===== config.mk =====
export PLATFORM = sky130hd
export DESIGN_NAME = dvts_syt_gen
export DESIGN_NICKNAME = d
export VERILOG_FILES = /design/src/rtl/dvts_pkg.sv /design/src/rtl/dvts_edge_sync.sv /design/src/rtl/dvts_cyc_add.sv /design/src/rtl/dvts_place_ctrl.sv /design/src/rtl/dvts_syt_gen.sv
export SDC_FILE = /design/constraint.sdc
export NUM_CORES = 1
export LEC_CHECK = 0
export ABC_CLOCK_PERIOD_IN_PS = 4000
export BUFFER_PORTS_ARGS = -buffer_cell sky130_fd_sc_hd__clkbuf_2
export CAP_MARGIN = 20
export CORE_MARGIN = 5
export CORE_UTILIZATION = 45
export DETAILED_ROUTE_END_ITERATION = 16
export PLACE_DENSITY = 0.74
export SYNTH_ARGS = -nofsm -noshare
export SYNTH_HDL_FRONTEND = slang
export SYNTH_HIERARCHICAL = 1
export SYNTH_SLANG_ARGS = --single-unit

===== constraint.sdc =====
create_clock -name clk -period 4 [get_ports clk]
set_clock_uncertainty 0.2 [all_clocks]
set_input_delay 0.2 -clock clk [delete_from_list [all_inputs] [get_ports clk]]
set_output_delay 0.2 -clock clk [all_outputs]
set_load 0.02 [all_outputs]

===== src/rtl/dvts_pkg.sv =====
// Package: shared widths and constants for the DV frame timestamp generator.
// Assumes a cycle timer split into a cycle count (upper) and a tick (lower).
package dvts_pkg;
    localparam int unsigned CYC_W_DEF   = 4;
    localparam int unsigned TICK_W_DEF  = 12;
    localparam int unsigned TICK_MOD_DEF = 3072;
    localparam int unsigned SYNC_N_DEF  = 2;
endpackage


===== src/rtl/dvts_edge_sync.sv =====
// Module: brings the asynchronous frame-sync input into the clock domain
// through a flop chain and emits a one-cycle pulse on its rising edge.
// Assumes the input stays high or low for longer than SYNC_N+1 clocks.
module dvts_edge_sync #(
    parameter int unsigned SYNC_N = 2
) (
    input  logic clk,
    input  logic rst_n,
    input  logic async_in,
    output logic rise_pulse
);
    localparam int unsigned CHAIN_W = SYNC_N + 1;

    logic [CHAIN_W-1:0] chain_q;

    genvar g;
    generate
        for (g = 0; g < CHAIN_W; g++) begin : g_stage
            if (g == 0) begin : g_first
                // Purpose: first sampling flop of the synchronizer.
                always_ff @(posedge clk) begin
                    if (!rst_n) chain_q[0] <= 1'b0;
                    else        chain_q[0] <= async_in;
                end
            end else begin : g_next
                // Purpose: later synchronizer / history stage.
                always_ff @(posedge clk) begin
                    if (!rst_n) chain_q[g] <= 1'b0;
                    else        chain_q[g] <= chain_q[g-1];
                end
            end
        end
    endgenerate

    // Purpose: rising edge seen between the last two stages.
    always_comb begin
        rise_pulse = chain_q[SYNC_N-1] & ~chain_q[SYNC_N];
    end

    AST_SINGLE_PULSE: assert property (@(posedge clk) disable iff (!rst_n)
        rise_pulse |=> !rise_pulse);
endmodule


===== src/rtl/dvts_cyc_add.sv =====
// Module: adds two cycle-timer values using cycle-timer arithmetic.
// The tick fields are summed one bit wider, corrected by TICK_MOD with a carry
// into the cycle field, and the cycle field wraps at 2**CYC_W.
// Assumes both tick inputs are below TICK_MOD.
module dvts_cyc_add #(
    parameter int unsigned CYC_W    = 4,
    parameter int unsigned TICK_W   = 12,
    parameter int unsigned TICK_MOD = 3072
) (
    input  logic clk,
    input  logic rst_n,
    input  logic [CYC_W+TICK_W-1:0] a_in,
    input  logic [CYC_W+TICK_W-1:0] b_in,
    output logic [CYC_W+TICK_W-1:0] sum_out
);
    localparam int unsigned WIDE_W = TICK_W + 1;
    localparam logic [WIDE_W-1:0] MOD_W = WIDE_W'(TICK_MOD);

    logic [WIDE_W-1:0] tick_raw;
    logic              tick_carry;
    logic [WIDE_W-1:0] tick_fix;
    logic [CYC_W-1:0]  cyc_sum;

    // Purpose: wide tick sum, carry decision and modular correction.
    always_comb begin
        tick_raw   = {1'b0, a_in[TICK_W-1:0]} + {1'b0, b_in[TICK_W-1:0]};
        tick_carry = (tick_raw >= MOD_W);
        tick_fix   = tick_carry ? (tick_raw - MOD_W) : tick_raw;
    end

    // Purpose: cycle-field sum including the tick carry, wrapping naturally.
    always_comb begin
        cyc_sum = a_in[CYC_W+TICK_W-1:TICK_W] + b_in[CYC_W+TICK_W-1:TICK_W]
                + {{(CYC_W-1){1'b0}}, tick_carry};
        sum_out = {cyc_sum, tick_fix[TICK_W-1:0]};
    end

    AST_TICK_IN_RANGE: assert property (@(posedge clk) disable iff (!rst_n)
        ((a_in[TICK_W-1:0] < TICK_W'(TICK_MOD)) && (b_in[TICK_W-1:0] < TICK_W'(TICK_MOD)))
        |-> (sum_out[TICK_W-1:0] < TICK_W'(TICK_MOD)));
endmodule


===== src/rtl/dvts_place_ctrl.sv =====
// Module: holds the latest captured timestamp and selects the packet that
// receives it. Mode 0 uses the start-of-frame packet; mode 1 starts a search
// at a start-of-frame packet and takes the first full packet of that frame.
// Results are registered one cycle after the packet strobe; every other
// packet receives the all-ones no-information code.
module dvts_place_ctrl #(
    parameter int unsigned SYT_W = 16
) (
    input  logic             clk,
    input  logic             rst_n,
    input  logic             cap_strobe,
    input  logic [SYT_W-1:0] cap_value,
    input  logic             full_only,
    input  logic             pkt_valid,
    input  logic             pkt_sof,
    input  logic             pkt_full,
    output logic [SYT_W-1:0] syt_out,
    output logic             syt_insert
);
    localparam logic [SYT_W-1:0] SYT_NONE = '1;

    logic             pend_q;
    logic [SYT_W-1:0] pend_val_q;
    logic             hunt_q;
    logic             sof_hit;
    logic             later_hit;
    logic             take;

    // Purpose: decide whether the current packet takes the pending value.
    always_comb begin
        sof_hit   = pkt_sof && (!full_only || pkt_full);
        later_hit = !pkt_sof && hunt_q && full_only && pkt_full;
        take      = pkt_valid && pend_q && (sof_hit || later_hit);
    end

    // Purpose: pending timestamp store; a capture overrides consumption.
    always_ff @(posedge clk) begin
        if (!rst_n) begin
            pend_q     <= 1'b0;
            pend_val_q <= SYT_NONE;
        end else if (cap_strobe) begin
            pend_q     <= 1'b1;
            pend_val_q <= cap_value;
        end else if (take) begin
            pend_q     <= 1'b0;
        end
    end

    // Purpose: full-only search window opened by a start-of-frame packet.
    always_ff @(posedge clk) begin
        if (!rst_n)
            hunt_q <= 1'b0;
        else if (cap_strobe || take)
            hunt_q <= 1'b0;
        else if (pkt_valid && pkt_sof && pend_q && full_only)
            hunt_q <= 1'b1;
    end

    // Purpose: registered per-packet SYT result.
    always_ff @(posedge clk) begin
        if (!rst_n) begin
            syt_out    <= SYT_NONE;
            syt_insert <= 1'b0;
        end else begin
            syt_out    <= take ? pend_val_q : SYT_NONE;
            syt_insert <= take;
        end
    end

    AST_INSERT_HAS_PKT: assert property (@(posedge clk) disable iff (!rst_n)
        syt_insert |-> $past(pkt_valid));
    AST_NONE_CODE: assert property (@(posedge clk) disable iff (!rst_n)
        !syt_insert |-> (syt_out == SYT_NONE));
    AST_CONSUMED: assert property (@(posedge clk) disable iff (!rst_n)
        (take && !cap_strobe) |=> !pend_q);
    AST_CAPTURE_PENDS: assert property (@(posedge clk) disable iff (!rst_n)
        cap_strobe |=> (pend_q && pend_val_q == $past(cap_value)));
    AST_HELD_STABLE: assert property (@(posedge clk) disable iff (!rst_n)
        (pend_q && !cap_strobe) |=> $stable(pend_val_q));
endmodule


===== src/rtl/dvts_syt_gen.sv =====
// Module (top): DV frame timestamp generator. A synchronized frame-sync rising
// edge captures cycle_timer + tx_offset (cycle-timer arithmetic); the value is
// delivered to the packet chosen by place_full_only.
// Assumes tick fields of both inputs are below TICK_MOD.
module dvts_syt_gen
    import dvts_pkg::*;
#(
    parameter int unsigned CYC_W    = CYC_W_DEF,
    parameter int unsigned TICK_W   = TICK_W_DEF,
    parameter int unsigned TICK_MOD = TICK_MOD_DEF,
    parameter int unsigned SYNC_N   = SYNC_N_DEF
) (
    input  logic                    clk,
    input  logic                    rst_n,
    input  logic [CYC_W+TICK_W-1:0] cyc_timer,
    input  logic [CYC_W+TICK_W-1:0] tx_offset,
    input  logic                    frame_sync,
    input  logic                    place_full_only,
    input  logic                    pkt_valid,
    input  logic                    pkt_sof,
    input  logic                    pkt_full,
    output logic [CYC_W+TICK_W-1:0] syt_out,
    output logic                    syt_insert
);
    localparam int unsigned SYT_W = CYC_W + TICK_W;

    logic             fs_rise;
    logic [SYT_W-1:0] stamp_sum;

    dvts_edge_sync #(.SYNC_N(SYNC_N)) u_sync (
        .clk        (clk),
        .rst_n      (rst_n),
        .async_in   (frame_sync),
        .rise_pulse (fs_rise)
    );

    dvts_cyc_add #(.CYC_W(CYC_W), .TICK_W(TICK_W), .TICK_MOD(TICK_MOD)) u_add (
        .clk     (clk),
        .rst_n   (rst_n),
        .a_in    (cyc_timer),
        .b_in    (tx_offset),
        .sum_out (stamp_sum)
    );

    dvts_place_ctrl #(.SYT_W(SYT_W)) u_place (
        .clk        (clk),
        .rst_n      (rst_n),
        .cap_strobe (fs_rise),
        .cap_value  (stamp_sum),
        .full_only  (place_full_only),
        .pkt_valid  (pkt_valid),
        .pkt_sof    (pkt_sof),
        .pkt_full   (pkt_full),
        .syt_out    (syt_out),
        .syt_insert (syt_insert)
    );
endmodule


==> results.md, run 1 <==
- Internal Power: approximately 760 uW
- Max H-tree Level: 2
- Post-Place Worst Slack: -0.262 ns
- Worst slew margin: 42.0%
- Largest area contributor in the netlist: dfxtp_1
- Vias per cell: a little under 5
- Met1 GRT Util: roughly a fifth
- Worst path cell trace: clkbuf_2, ha_1, inv_1, fa_1, nand2b_4, a21oi_2, o21ai_2, a21oi_2, xnor2_1, inv_1, ha_1, nor3b_1, o211ai_1, nor4_2, o2111ai_2, and2_4, o21ai_1, fa_2, fa_1, xor2_1, mux2i_1, nand2_1
- Post-CTS Setup Inserts: 0
- Average wire per standard cell: about 12 um
- Number of global-route vias before repair: 1,663
- Top post-synthesis cells by area: dfxtp_1 37%, ha_1 9.2%, mux2i_1 8.3%
- Fmax: roughly 260 MHz
- Cells after DPL: approximately 330
- #FFs+latches synth: 38
- Diodes inserted: 0
- # IOs: 56
- Post-Synth Adder-Cell Area: between 10 and 15%
- Sequential Power Share: between 30% and 40%
- Worst min path class: input pin to flip-flop
- Layout Cells excl Fill: 336
- Synth Area in Simple Gates: around 20%
- Clock Path Buffers: 2
- Overall Global Routing Usage: roughly 15%
- Switching power: between 200 and 300 uW
- Buf/Inv on CP: 3
- GRT overflow: 0
- Dominant synthesized flop cell: dfxtp_1
- Setup ws final: approximately 0.19 ns
- Max FO, Critical Path: 3
- Clk root buf: clkbuf_8
- Maximum Capacitance Violations: 0
- Chip height: a little under 80 um
- Final setup fails: 0
- Worst VDD drop: 0.187 mV
- DRC: 0
- Crit path DAT: approximately 3.8 ns
- Crit end category: flip-flop
- Largest family of logic cells by synthesized area: simple AND/OR/NAND/NOR gates
- Met2 usage: between 20% and 30%
- Multiplexer share of the synthesized area: under 10%
- Unique masters post-synth: 46
- Clock network power share: 37.8%
- Core area: roughly 4400 um2
- Final Hold Viols: 0
- Type of origin of the critical path: input pin
- Reg2Reg Launch Point: u_place/pend_q
- Slowest stage delay, CP: a little under 0.4 ns
- Logic pwr share: between 20% and 30%
- Async set-reset flop share out of synthesis: 0%
- Port buffer count: 55
- Post-Route WL: about 4200 um
- Worst-Skew Late Latency: 0.29 ns
- Pins Over Slew Limit: 0
- Clock sink total: 38
- R2R Setup Slk: ~2.3 ns
- Complex-gate fraction of the synthesized area: around 15%
- Post-synth top area share: between 30% and 40%
- Layout cells sized above 1: about a third
- Busiest grt layer: met2
- Ys Warns: 6
- Reg2reg end: u_place/syt_out[3]
- Startpoint of the worst hold path: pkt_valid
- CTS tree: yes
- GP Congestion: about 0.84
- Cts bufs inserted: 5
- Post-synthesis xor/xnor area fraction: roughly 3.4%
- Largest net degree at the start of global routing: 23
- Power per cell area: 385 nW/um2
- Post-DP HPWL: approximately 3400 um
- CP Class: input pin to flip-flop
- Worst slew pin tran: around 0.86 ns
- Sequential cell area fraction in the yosys report: between 30% and 40%
- Finished Core Util: approximately 60%
- Leak Pwr: 1.14 nW
- Initial antenna violation count: 0
- Post-detailed-route count of antenna-violating nets: 0
- Die W: between 70 and 80 um
- Initial DRC count: between 70 and 80
- Synthesized netlist cell count: around 210
- Design area: between 2000 and 3000 um2
- Fin crit share: a little over nine tenths
- Top-count cell post-synth: dfxtp_1
- Drt first pass iters: 4
- Setup Total Neg Slack: 0 ns
- RSZ-0062 raised after global routing: no
- Worst EP required: a little under 4 ns
- Crit path max-delay family: adder cells
- Sw Share: around a quarter
- First-pass GRT wire length: 7360 um
- # rows: 24
- Starting Density: a little under half
- Worst-path clk slew: approximately 0.07 ns
- Reg2Reg Depth: 3
- Status: complete, no violations
- Post-synth EDFFs: 0
- Syn Area/Cell: 9.69 um2
- Commonest cells in the netlist: 38 x dfxtp_1, 22 x nand2_1, 18 x nand2b_1
- Post-Syn Area: just over 2000 um2
- Met3 usage: under 10%
- NumNets Final: between 300 and 400
- DR vias: 1,660
- Post-synth net total: roughly 270
- Hold path depth: 3
- Critical Path Stages: 22
- Worst hold path endpoint: u_place/hunt_q
- Fillers: ~370
- Cell area after placement: about 2500 um2
- Crit path time final: between 3 and 4 ns
- Area Overhead vs Synth: 29.2%
- Slowest CP cell: fa_1
- Die ar.: roughly 6000 um2
flip-flops by register name, summed over array words and instances (netlist names):
name                cells
u_place/hunt_q          1
u_place/syt_out        16
u_sync/chain_q          3
u_place/pend_q          1
u_place/syt_insert      1
u_place/pend_val_q     16
area by class of cell:
type                            count  area, um2  share of cell area (%)
Timing Repair Buffer               71        398                    15.1
Sequential cell                    38        761                    28.8
Tap cell                           52       65.1                    2.46
Clock buffer                        5       68.8                    2.61
Multi-Input combinational cell    154       1230                    46.6
Clock inverter                      3       68.8                    2.61
Inverter                           13       48.8                    1.85
layer usage:
| metal | vias to the layer above | share of wire [%] |
|---|---|---|
| met5 | - | 0 |
| met3 | 4 | 4.1 |
| met2 | 36 | 49 |
| li1 | 872 | - |
| met4 | 0 | 0.94 |
| met1 | 748 | 46 |
through the flow:
| step | hold slack, ns | total power, mW |
|---|---|---|
| finish | 0.101 | 1.02 |
| global placement | 0.212 | 0.625 |
| global route | 0.115 | 1.07 |
| CTS | 0.0983 | 1.02 |
| detailed placement | 0.220 | 0.631 |
| floorplan | 0.122 | 0.552 |
power groups by stage:
| stage | clock, mW | sequential, mW | combinational, mW |
|---|---|---|---|
| finish | 0.384 | 0.394 | 0.238 |
| global route | 0.414 | 0.395 | 0.266 |
| CTS | 0.394 | 0.394 | 0.230 |
| detailed placement | 0 | 0.403 | 0.228 |
| global placement | 0 | 0.402 | 0.223 |
| floorplan | 0 | 0.401 | 0.151 |
layout by cell type (no fill, tap or decap), types with 2 or more instances in the layout:
cell | Yosys | layout
o21ai_0 | 5 | 3
fa_1 | 3 | 2
o21ba_2 | 3 | 3
nor3b_1 | 4 | 4
nor2b_1 | 4 | 4
nand2b_1 | 18 | 17
a21oi_1 | 10 | 8
and2_1 | 3 | 3
bufinv_16 | 0 | 2
a21oi_2 | 0 | 2
nand2_1 | 22 | 22
xor2_1 | 3 | 3
a311oi_1 | 2 | 2
o311ai_1 | 2 | 2
nor2_1 | 12 | 12
mux2i_1 | 17 | 17
ha_1 | 15 | 15
clkbuf_2 | 0 | 55
inv_1 | 12 | 12
dfxtp_1 | 38 | 38
nor3_1 | 2 | 2
clkbuf_8 | 0 | 5
buf_4 | 1 | 15
xnor2_1 | 5 | 5
o21ai_1 | 2 | 3
how the worst max path moves through the flow:
stage,startpoint,endpoint,slack [ns]
after global routing,cyc_timer[0],u_place/pend_val_q[14],0.02
after global placement,cyc_timer[0],u_place/pend_val_q[14],-0.08
final,cyc_timer[0],u_place/pend_val_q[14],0.19
after floorplan,cyc_timer[0],u_place/pend_val_q[14],0.04
after detailed placement,cyc_timer[0],u_place/pend_val_q[14],-0.26
after CTS,cyc_timer[0],u_place/pend_val_q[14],0.03
cells by family (layout without fill, tap and decap cells):
logic type               after synthesis  after routing
AO/OA/AOI/OAI                         38             38
XOR/XNOR                               8              8
adder cells (fa/ha/maj)               18             18
buffers and inverters                 19             92
flip-flops                            38             38
multiplexers                          17             17
AND/OR/NAND/NOR                       73             73
worst reg2reg max path, delay by kind of cell, from the launching register on:
kind	cells	cell delay, ns
DFF	1	0.35
and+or+nand+nor	3	1.02
repair_timing:
item / in CTS / in global routing
endpoints found under the setup margin: 0 / 3
hold buffers: 1 / 0
resized for setup: 0 / 9
hold endpoints to repair: 1 / 0
Power figures use the tool's default switching activity.
==> run 2, diff against run 1 <==
--- a/config.mk
+++ b/config.mk
@@ -5,13 +5,15 @@
 export SDC_FILE = /design/constraint.sdc
 export NUM_CORES = 1
 export LEC_CHECK = 0
+export ABC_AREA = 1
 export ABC_CLOCK_PERIOD_IN_PS = 4000
 export BUFFER_PORTS_ARGS = -buffer_cell sky130_fd_sc_hd__clkbuf_2
 export CAP_MARGIN = 20
+export CORE_ASPECT_RATIO = 1.5
 export CORE_MARGIN = 5
 export CORE_UTILIZATION = 45
 export DETAILED_ROUTE_END_ITERATION = 16
-export PLACE_DENSITY = 0.74
+export PLACE_DENSITY = 0.73
 export SYNTH_ARGS = -nofsm -noshare
 export SYNTH_HDL_FRONTEND = slang
 export SYNTH_HIERARCHICAL = 1
==> run 2 against run 1 <==
First-iteration DRC count up 1.4%. Global-route usage increased by 0.38 points. Via count is 17% higher. Synthesized cell count rose by 45%. Critical path depth did not move. Register-to-register slack gained 0.49 ns. Largest power group unchanged.
==> results.md, run 2 <==
- Status: complete, no violations (unchanged)
- R2R Setup Slk: 2.77 ns (was 2.28 ns)
- Internal Power: 592 uW (was 757 uW)
- Type of origin of the critical path: input pin (unchanged)
- Critical Path Sink: u_place/pend_val_q[14] (unchanged)
- Post-CTS Setup Inserts: 0 (unchanged)
- Maximum Capacitance Violations: 0 (unchanged)
- Worst slew margin: 76.5% (was 42.0%)
- Leak Pwr: 1.47 nW (was 1.14 nW)
- Overall Global Routing Usage: 15.0% (was 14.6%)
- Synthesized netlist cell count: 305 (was 211)
- CP Class: input pin to flip-flop (unchanged)
- Worst slew pin tran: 0.351 ns (was 0.864 ns)
- Sequential cell area fraction in the yosys report: 34.9% (was 37.2%)
- Worst path cell trace: clkbuf_2, ha_1, inv_1, fa_1, inv_1, nand3_1, nand4_1, nand2_2, ha_1, nand3b_1, nor2_1, nand3_1, nor2_1, nand2_1, nor2_2, nand2_2, nand2_2, fa_1, fa_1, xor2_1, a21oi_1, o21ai_1 (was clkbuf_2, ha_1, inv_1, fa_1, nand2b_4, a21oi_2, o21ai_2, a21oi_2, xnor2_1, inv_1, ha_1, nor3b_1, o211ai_1, nor4_2, o2111ai_2, and2_4, o21ai_1, fa_2, fa_1, xor2_1, mux2i_1, nand2_1)
- Crit end category: flip-flop (unchanged)
- Drt first pass iters: 4 (unchanged)
- NumNets Final: 423 (was 340)
- Crit path DAT: 3.23 ns (was 3.77 ns)
- Syn Area/Cell: 7.14 um2 (was 9.69 um2)
- Average wire per standard cell: 10.2 um (was 12.4 um)
- Die ar.: 6360 um2 (was 5990 um2)
- Post-Syn Area: 2180 um2 (was 2040 um2)
- Buf/Inv on CP: 3 (unchanged)
- Ys Warns: 6 (unchanged)
- Worst Setup SP: cyc_timer[0] (unchanged)
- Commonest cells in the netlist: 77 x nand2_1, 54 x inv_1, 38 x dfxtp_1 (was 38 x dfxtp_1, 22 x nand2_1, 18 x nand2b_1)
- Post-DP HPWL: 3730 um (was 3360 um)
- Post-synth top area share: 34.9% (was 37.2%)
- Pins Over Slew Limit: 0 (unchanged)
- Slowest CP cell: fa_1 (unchanged)
- Worst EP required: 3.97 ns (was 3.96 ns)
- Logic pwr share: 25.3% (was 23.4%)
- Largest area contributor in the netlist: dfxtp_1 (unchanged)
- Chip height: 95.2 um (was 77.4 um)
- Crit path max-delay family: adder cells (unchanged)
- Top-count cell post-synth: nand2_1 (was dfxtp_1)
- Commonest non-fill, non-tap cell in the layout: nand2_1 (was clkbuf_2)
- Dominant synthesized flop cell: dfxtp_1 (unchanged)
- Final Hold Viols: 0 (unchanged)
- Worst-path clk slew: 0.07 ns (about the same)
- Post-synth EDFFs: 0 (unchanged)
- Worst-Skew Late Latency: 0.28 ns (was 0.29 ns)
- Critical Path Stages: 22 (unchanged)
- GP Congestion: 0.893 (was 0.841)
- Clock Path Buffers: 2 (unchanged)
- Layout cells sized above 1: 25.4% (was 34.2%)
- Die W: 66.8 um (was 77.4 um)
- Initial DRC count: 72 (was 71)
- #FFs+latches synth: 38 (unchanged)
- Crit path time final: 3.26 ns (was 3.81 ns)
- DRC: 0 (unchanged)
- Diodes inserted: 0 (unchanged)
- Cts bufs inserted: 5 (unchanged)
- Switching power: 244 uW (was 259 uW)
- GRT overflow: 0 (unchanged)
- Starting Density: 45.7% (was 46.6%)
- Post-synth net total: 362 (was 268)
- Slowest stage delay, CP: 0.42 ns (was 0.39 ns)
- Min Hold Slack: 0.0316 ns (was 0.101 ns)
- PostCTS Resize Cnt: 0 (unchanged)
- Vias per cell: 4.51 (was 4.94)
- RSZ-0062 raised after global routing: no (unchanged)
- Max H-tree Level: 2 (unchanged)
- CTS tree: yes (unchanged)
- DR vias: 1,949 (was 1,660)
- Reg2Reg Launch Point: u_sync/chain_q[1] (was u_place/pend_q)
- Number of global-route vias before repair: 1,835 (was 1,663)
- Fmax: 307 MHz (was 262 MHz)
- Final setup fails: 0 (unchanged)
- Largest net degree at the start of global routing: 34 (was 23)
- Unique masters post-synth: 25 (was 46)
- Biggest regs: u_place/pend_val_q x16, u_place/syt_out x16, u_sync/chain_q x3 (unchanged)
- Worst min path class: input pin to flip-flop (unchanged)
- Startpoint of the worst hold path: pkt_sof (was pkt_valid)
- Fin crit share: 81.5% (was 95.2%)
- Setup Total Neg Slack: 0 ns (unchanged)
- Overall power: 837 uW (was 1.02 mW)
- Initial antenna violation count: 0 (unchanged)
- Reg2Reg Depth: 5 (was 3)
- Worst VDD drop: 0.136 mV (was 0.187 mV)
- Max FO, Critical Path: 4 (was 3)
- Async set-reset flop share out of synthesis: 0% (unchanged)
- # rows: 31 (was 24)
- Sequential Power Share: 46.8% (was 38.8%)
- Clock network power share: 27.9% (was 37.8%)
- Most frequent cells in the layout: 77 x nand2_1, 55 x clkbuf_2, 54 x inv_1 (was 55 x clkbuf_2, 38 x dfxtp_1, 22 x nand2_1)
- Area Overhead vs Synth: 20.4% (was 29.2%)
- Post-detailed-route count of antenna-violating nets: 0 (unchanged)
- Reg2reg end: u_place/pend_val_q[2] (was u_place/syt_out[3])
- Power per cell area: 319 nW/um2 (was 385 nW/um2)
- Clk root buf: clkbuf_8 (unchanged)
- # IOs: 56 (unchanged)
- Port buffer count: 55 (unchanged)
- Clock sink total: 38 (unchanged)
- Sw Share: 29.2% (was 25.5%)
- Post-Route WL: 4410 um (was 4160 um)
- Core area: 4770 um2 (was 4380 um2)
- Top post-synthesis cells by area: dfxtp_1 35%, nand2_1 13%, inv_1 9.3% (was dfxtp_1 37%, ha_1 9.2%, mux2i_1 8.3%)
- First-pass GRT wire length: 7420 um (was 7360 um)
-- run 2: per-layer routing --
metal / track usage, % / share of wire (%) / vias up
met5: 0 / 0 / -
met2: 29.8 / 55 / 48
met4: 5.76 / 1.8 / 0
met3: 2.36 / 5.5 / 4
met1: 14.9 / 38 / 834
li1: - / - / 1063
-- run 2: how the worst min path moves through the flow --
stage / end / cells after the start / slack (ns)
global placement: u_sync/chain_q[0] / 3 / 0.18
floorplan: u_sync/chain_q[0] / 2 / 0.09
finish: u_place/hunt_q / 3 / 0.03
CTS: u_place/hunt_q / 3 / 0.02
global route: u_place/hunt_q / 3 / 0.04
detailed placement: u_sync/chain_q[0] / 3 / 0.19
-- run 2: final cells by class --
type / count / area [um2]
sequential: 38 / 761
fill: 518 / 2150
inverter: 60 / 225
timing repair buffer: 59 / 320
clock buffer: 7 / 76.3
tap: 66 / 82.6
multi-input combinational: 202 / 1160
-- run 2: per-stage QoR --
stage / setup WS, ns / instances / area (um2) / utilization [%]
floorplan: 0.749 / 305 / 2180 / -
global placement: 0.473 / 421 / 2500 / 52.4
detailed placement: 0.396 / 421 / 2500 / 52.4
CTS: 0.688 / 431 / 2610 / 54.7
global route: 0.473 / 432 / 2620 / 55.0
finish: 0.740 / 432 / 2620 / 55.0
-- run 2: what timing repair did --
item	in CTS	in global routing
endpoints found under the setup margin	0	0
endpoints found under the hold margin	3	0
hold buffers	3	0
-- run 2: cell families (layout without fill, tap and decap cells) --
logic type | Yosys count | in the layout | synth area share (%)
simple gates | 139 | 139 | 30.0
buf+inv | 65 | 126 | 11.9
compound gates | 41 | 41 | 10.2
flops | 38 | 38 | 34.9
fa+ha+maj | 18 | 18 | 11.4
xor+xnor | 4 | 4 | 1.61
-- run 2: worst reg2reg max path, stage by stage, from the launching register on --
cell	delay (ns)
dfxtp_1	0.33
inv_1	0.05
nor2_2	0.17
buf_8	0.22
a21oi_1	0.10
o21ai_1	0.09
-- run 2: power groups by stage --
stage | Clock, mW | Sequential (mW) | Combinational, mW
final | 0.233 | 0.392 | 0.212
after global routing | 0.262 | 0.392 | 0.243
after CTS | 0.241 | 0.392 | 0.212
after detailed placement | 0 | 0.400 | 0.208
after global placement | 0 | 0.400 | 0.204
after floorplan | 0 | 0.400 | 0.153
==> run 3, diff against run 2 <==
--- a/config.mk
+++ b/config.mk
@@ -5,15 +5,15 @@
 export SDC_FILE = /design/constraint.sdc
 export NUM_CORES = 1
 export LEC_CHECK = 0
-export ABC_AREA = 1
-export ABC_CLOCK_PERIOD_IN_PS = 4000
+export ABC_AREA = 0
+export ABC_CLOCK_PERIOD_IN_PS = 2900
 export BUFFER_PORTS_ARGS = -buffer_cell sky130_fd_sc_hd__clkbuf_2
 export CAP_MARGIN = 20
 export CORE_ASPECT_RATIO = 1.5
 export CORE_MARGIN = 5
 export CORE_UTILIZATION = 45
 export DETAILED_ROUTE_END_ITERATION = 16
-export PLACE_DENSITY = 0.73
+export PLACE_DENSITY = 0.74
 export SYNTH_ARGS = -nofsm -noshare
 export SYNTH_HDL_FRONTEND = slang
 export SYNTH_HIERARCHICAL = 1
==> constraint.sdc (replaced) <==
create_clock -name clk -period 2.9 [get_ports clk]
set_clock_uncertainty 0.2 [all_clocks]
set_input_delay 0.145 -clock clk [delete_from_list [all_inputs] [get_ports clk]]
set_output_delay 0.145 -clock clk [all_outputs]
set_load 0.02 [all_outputs]
==> run 3 against run 2 <==
The run now ends with setup timing left. Highest routed layer unchanged. Critical endpoint unchanged. Critical path depth down 2. Worst setup slack got worse by 1.5 ns. Count of clock-buffer cells in the layout stayed put. Final area rose by 18%. Routed wire length is 20% higher. Final cell count decreased by 11%. Die area fell by 5.4%.
==> results.md, run 3 (same netlist as run 1, synthesis figures left out) <==
- Setup ws final: -0.758 ns (was 0.740 ns)
- Worst hold path endpoint: u_place/pend_val_q[0] (was u_place/hunt_q)
- Initial antenna violation count: 0 (unchanged)
- Post-Route WL: 5290 um (was 4410 um)
- Worst VDD drop: 0.181 mV (was 0.136 mV)
- DRC: 0 (unchanged)
- DR vias: 1,956 (was 1,949)
- Status: finished, violations left (was complete, no violations)
- Commonest non-fill, non-tap cell in the layout: buf_4 (was nand2_1)
- Fin crit share: 126%
- # rows: 30 (was 31)
- Drt first pass iters: 4 (unchanged)
- Worst-Skew Late Latency: 0.28 ns (about the same)
- Port buffer count: 55 (unchanged)
- Diodes inserted: 0 (unchanged)
- Cell area after placement: 2710 um2 (was 2500 um2)
- Worst EP required: 2.86 ns (was 3.97 ns)
- Setup Total Neg Slack: -3.24 ns (was 0 ns)
- Pins Over Slew Limit: 0 (unchanged)
- Design area: 3090 um2 (was 2620 um2)
- Worst path cell trace: clkbuf_2, ha_1, o21ai_0, a221oi_2, o21ai_2, a21oi_2, xnor2_2, inv_1, ha_2, nor3b_2, o211ai_1, nor4_1, o2111ai_1, and2_4, o21ai_4, fa_2, fa_2, xor2_1, mux2i_1, nand2_1 (was clkbuf_2, ha_1, inv_1, fa_1, inv_1, nand3_1, nand4_1, nand2_2, ha_1, nand3b_1, nor2_1, nand3_1, nor2_1, nand2_1, nor2_2, nand2_2, nand2_2, fa_1, fa_1, xor2_1, a21oi_1, o21ai_1)
- Crit path time final: approximately 3.7 ns
- Worst slew margin: 43.0% (was 76.5%)
- CP Class: input pin to flip-flop (unchanged)
- Worst min path class: input pin to flip-flop (unchanged)
- Type of origin of the critical path: input pin (unchanged)
- RSZ-0062 raised after global routing: yes (was no)
- Power per cell area: 467 nW/um2 (was 319 nW/um2)
- Worst slew pin tran: 0.848 ns (was 0.351 ns)
- Core area: 4470 um2 (was 4770 um2)
- # IOs: 56 (unchanged)
- Leak Pwr: 1.40 nW (was 1.47 nW)
- Cells after DPL: 352 (was 421)
- Clk root buf: clkbuf_8 (unchanged)
- Post-detailed-route count of antenna-violating nets: 0 (unchanged)
- Clock sink total: 38 (unchanged)
- Slowest CP cell: fa_2 (was fa_1)
- Hold path depth: 4 (was 3)
- Crit end category: flip-flop (unchanged)
- Buf/Inv on CP: 2 (was 3)
- NumNets Final: 394 (was 423)
- Initial DRC count: 53 (was 72)
- Final setup fails: 6 (was 0)
- Layout cells sized above 1: 47.2% (was 25.4%)
- Layout Cells excl Fill: 385 (was 432)
- Most frequent cells in the layout: 59 x buf_4, 53 x clkbuf_2, 38 x dfxtp_1 (was 77 x nand2_1, 55 x clkbuf_2, 54 x inv_1)
- Failing checks: setup timing
- Worst-path clk slew: 0.07 ns (about the same)
- Reg2Reg Depth: 3 (was 5)
- Starting Density: 45.8% (was 45.7%)
- Fmax: around 270 MHz
- Slowest stage delay, CP: 0.37 ns (was 0.42 ns)
- Reg2reg end: u_place/syt_out[14] (was u_place/pend_val_q[2])
- Die W: 65.0 um (was 66.8 um)
- Number of global-route vias before repair: 2,071 (was 1,835)
- Max H-tree Level: 2 (unchanged)
- R2R Setup Slk: 1.20 ns (was 2.77 ns)
- GRT overflow: 0 (unchanged)
- Final Hold Viols: 0 (unchanged)
- Max FO, Critical Path: 3 (was 4)
- CP dominant cell by count: fa_2
- Die ar.: 6020 um2 (was 6360 um2)
- Cts bufs inserted: 5 (unchanged)
- Crit path DAT: 3.62 ns (was 3.23 ns)
- Reg2Reg Launch Point: u_place/pend_q (was u_sync/chain_q[1])
- Maximum Capacitance Violations: 0 (unchanged)
- Crit path max-delay family: adder cells (unchanged)
- Overall Global Routing Usage: 18.4% (was 15.0%)
- Chip height: 92.6 um (was 95.2 um)
- Area Overhead vs Synth: 51.2% (was 20.4%)
- CTS tree: yes (unchanged)
- Vias per cell: 5.08 (was 4.51)
- Clock Path Buffers: 2 (unchanged)
- Overall power: 1.45 mW (was 837 uW)
- Finished Core Util: 69.2% (was 55.0%)
- Biggest regs: u_place/pend_val_q x16, u_place/syt_out x16, u_sync/chain_q x3 (unchanged)
- Startpoint of the worst hold path: cyc_timer[0] (was pkt_sof)
- GP Congestion: 0.790 (was 0.893)
- Post-DP HPWL: 3650 um (was 3730 um)
- First-pass GRT wire length: 8700 um (was 7420 um)
- Largest net degree at the start of global routing: 23 (was 34)
- Average wire per standard cell: 13.7 um (was 10.2 um)
[run 3: worst reg2reg max path: stages (launching register included)]
cell      delay (ns)
dfxtp_1         0.36
nand2_1         0.11
nor4_4          0.77
nand2b_1        0.12
[run 3: repair_timing]
item,CTS,global route
gates resized for setup,16,8
hold buffers,1,0
pin swaps,11,10
endpoints found under the setup margin,6,6
setup buffers,22,5
endpoints found under the hold margin,1,0
[run 3: report_power, final]
| part | internal (mW) | switching (mW) | total, mW |
|---|---|---|---|
| Combinational | 0.330 | 0.241 | 0.571 |
| Sequential | 0.537 | 0.00706 | 0.544 |
| Clock | 0.165 | 0.165 | 0.330 |
[run 3: stage by stage]
step                worst slack, ns  hold WS (ns)
global route                 -0.924        0.0271
finish                       -0.758        0.0274
CTS                          -0.567        0.0449
detailed placement            -1.03         0.156
global placement             -0.914         0.154
floorplan                    -0.742        0.0667
[run 3: worst max path at each step]
stage / end / cells past startpoint / startpoint / slack [ns]
after CTS: u_place/pend_val_q[13] / 21 / tx_offset[0] / -0.57
after global routing: u_place/pend_val_q[14] / 20 / tx_offset[7] / -0.92
final: u_place/pend_val_q[14] / 20 / cyc_timer[7] / -0.76
after global placement: u_place/pend_val_q[14] / 22 / cyc_timer[0] / -0.91
after floorplan: u_place/pend_val_q[14] / 21 / cyc_timer[0] / -0.74
after detailed placement: u_place/pend_val_q[14] / 22 / cyc_timer[0] / -1.03
[run 3: layout make-up]
class / instances / area [um2]
Fill cell: 340 / 1380
Multi-Input combinational cell: 154 / 1290
Timing Repair Buffer: 125 / 853
Inverter: 13 / 48.8
Sequential cell: 38 / 761
Clock buffer: 7 / 76.3
Tap cell: 48 / 60.1
[run 3: routing by layer]
| metal | GRT usage [%] | vias up | routed length, um |
|---|---|---|---|
| li1 | - | 978 | - |
| met1 | 16.9 | 905 | 1980 |
| met2 | 34.9 | 55 | 2910 |
| met3 | 2.91 | 18 | 183 |
| met4 | 13.8 | 0 | 226 |
| met5 | 0 | - | 0 |
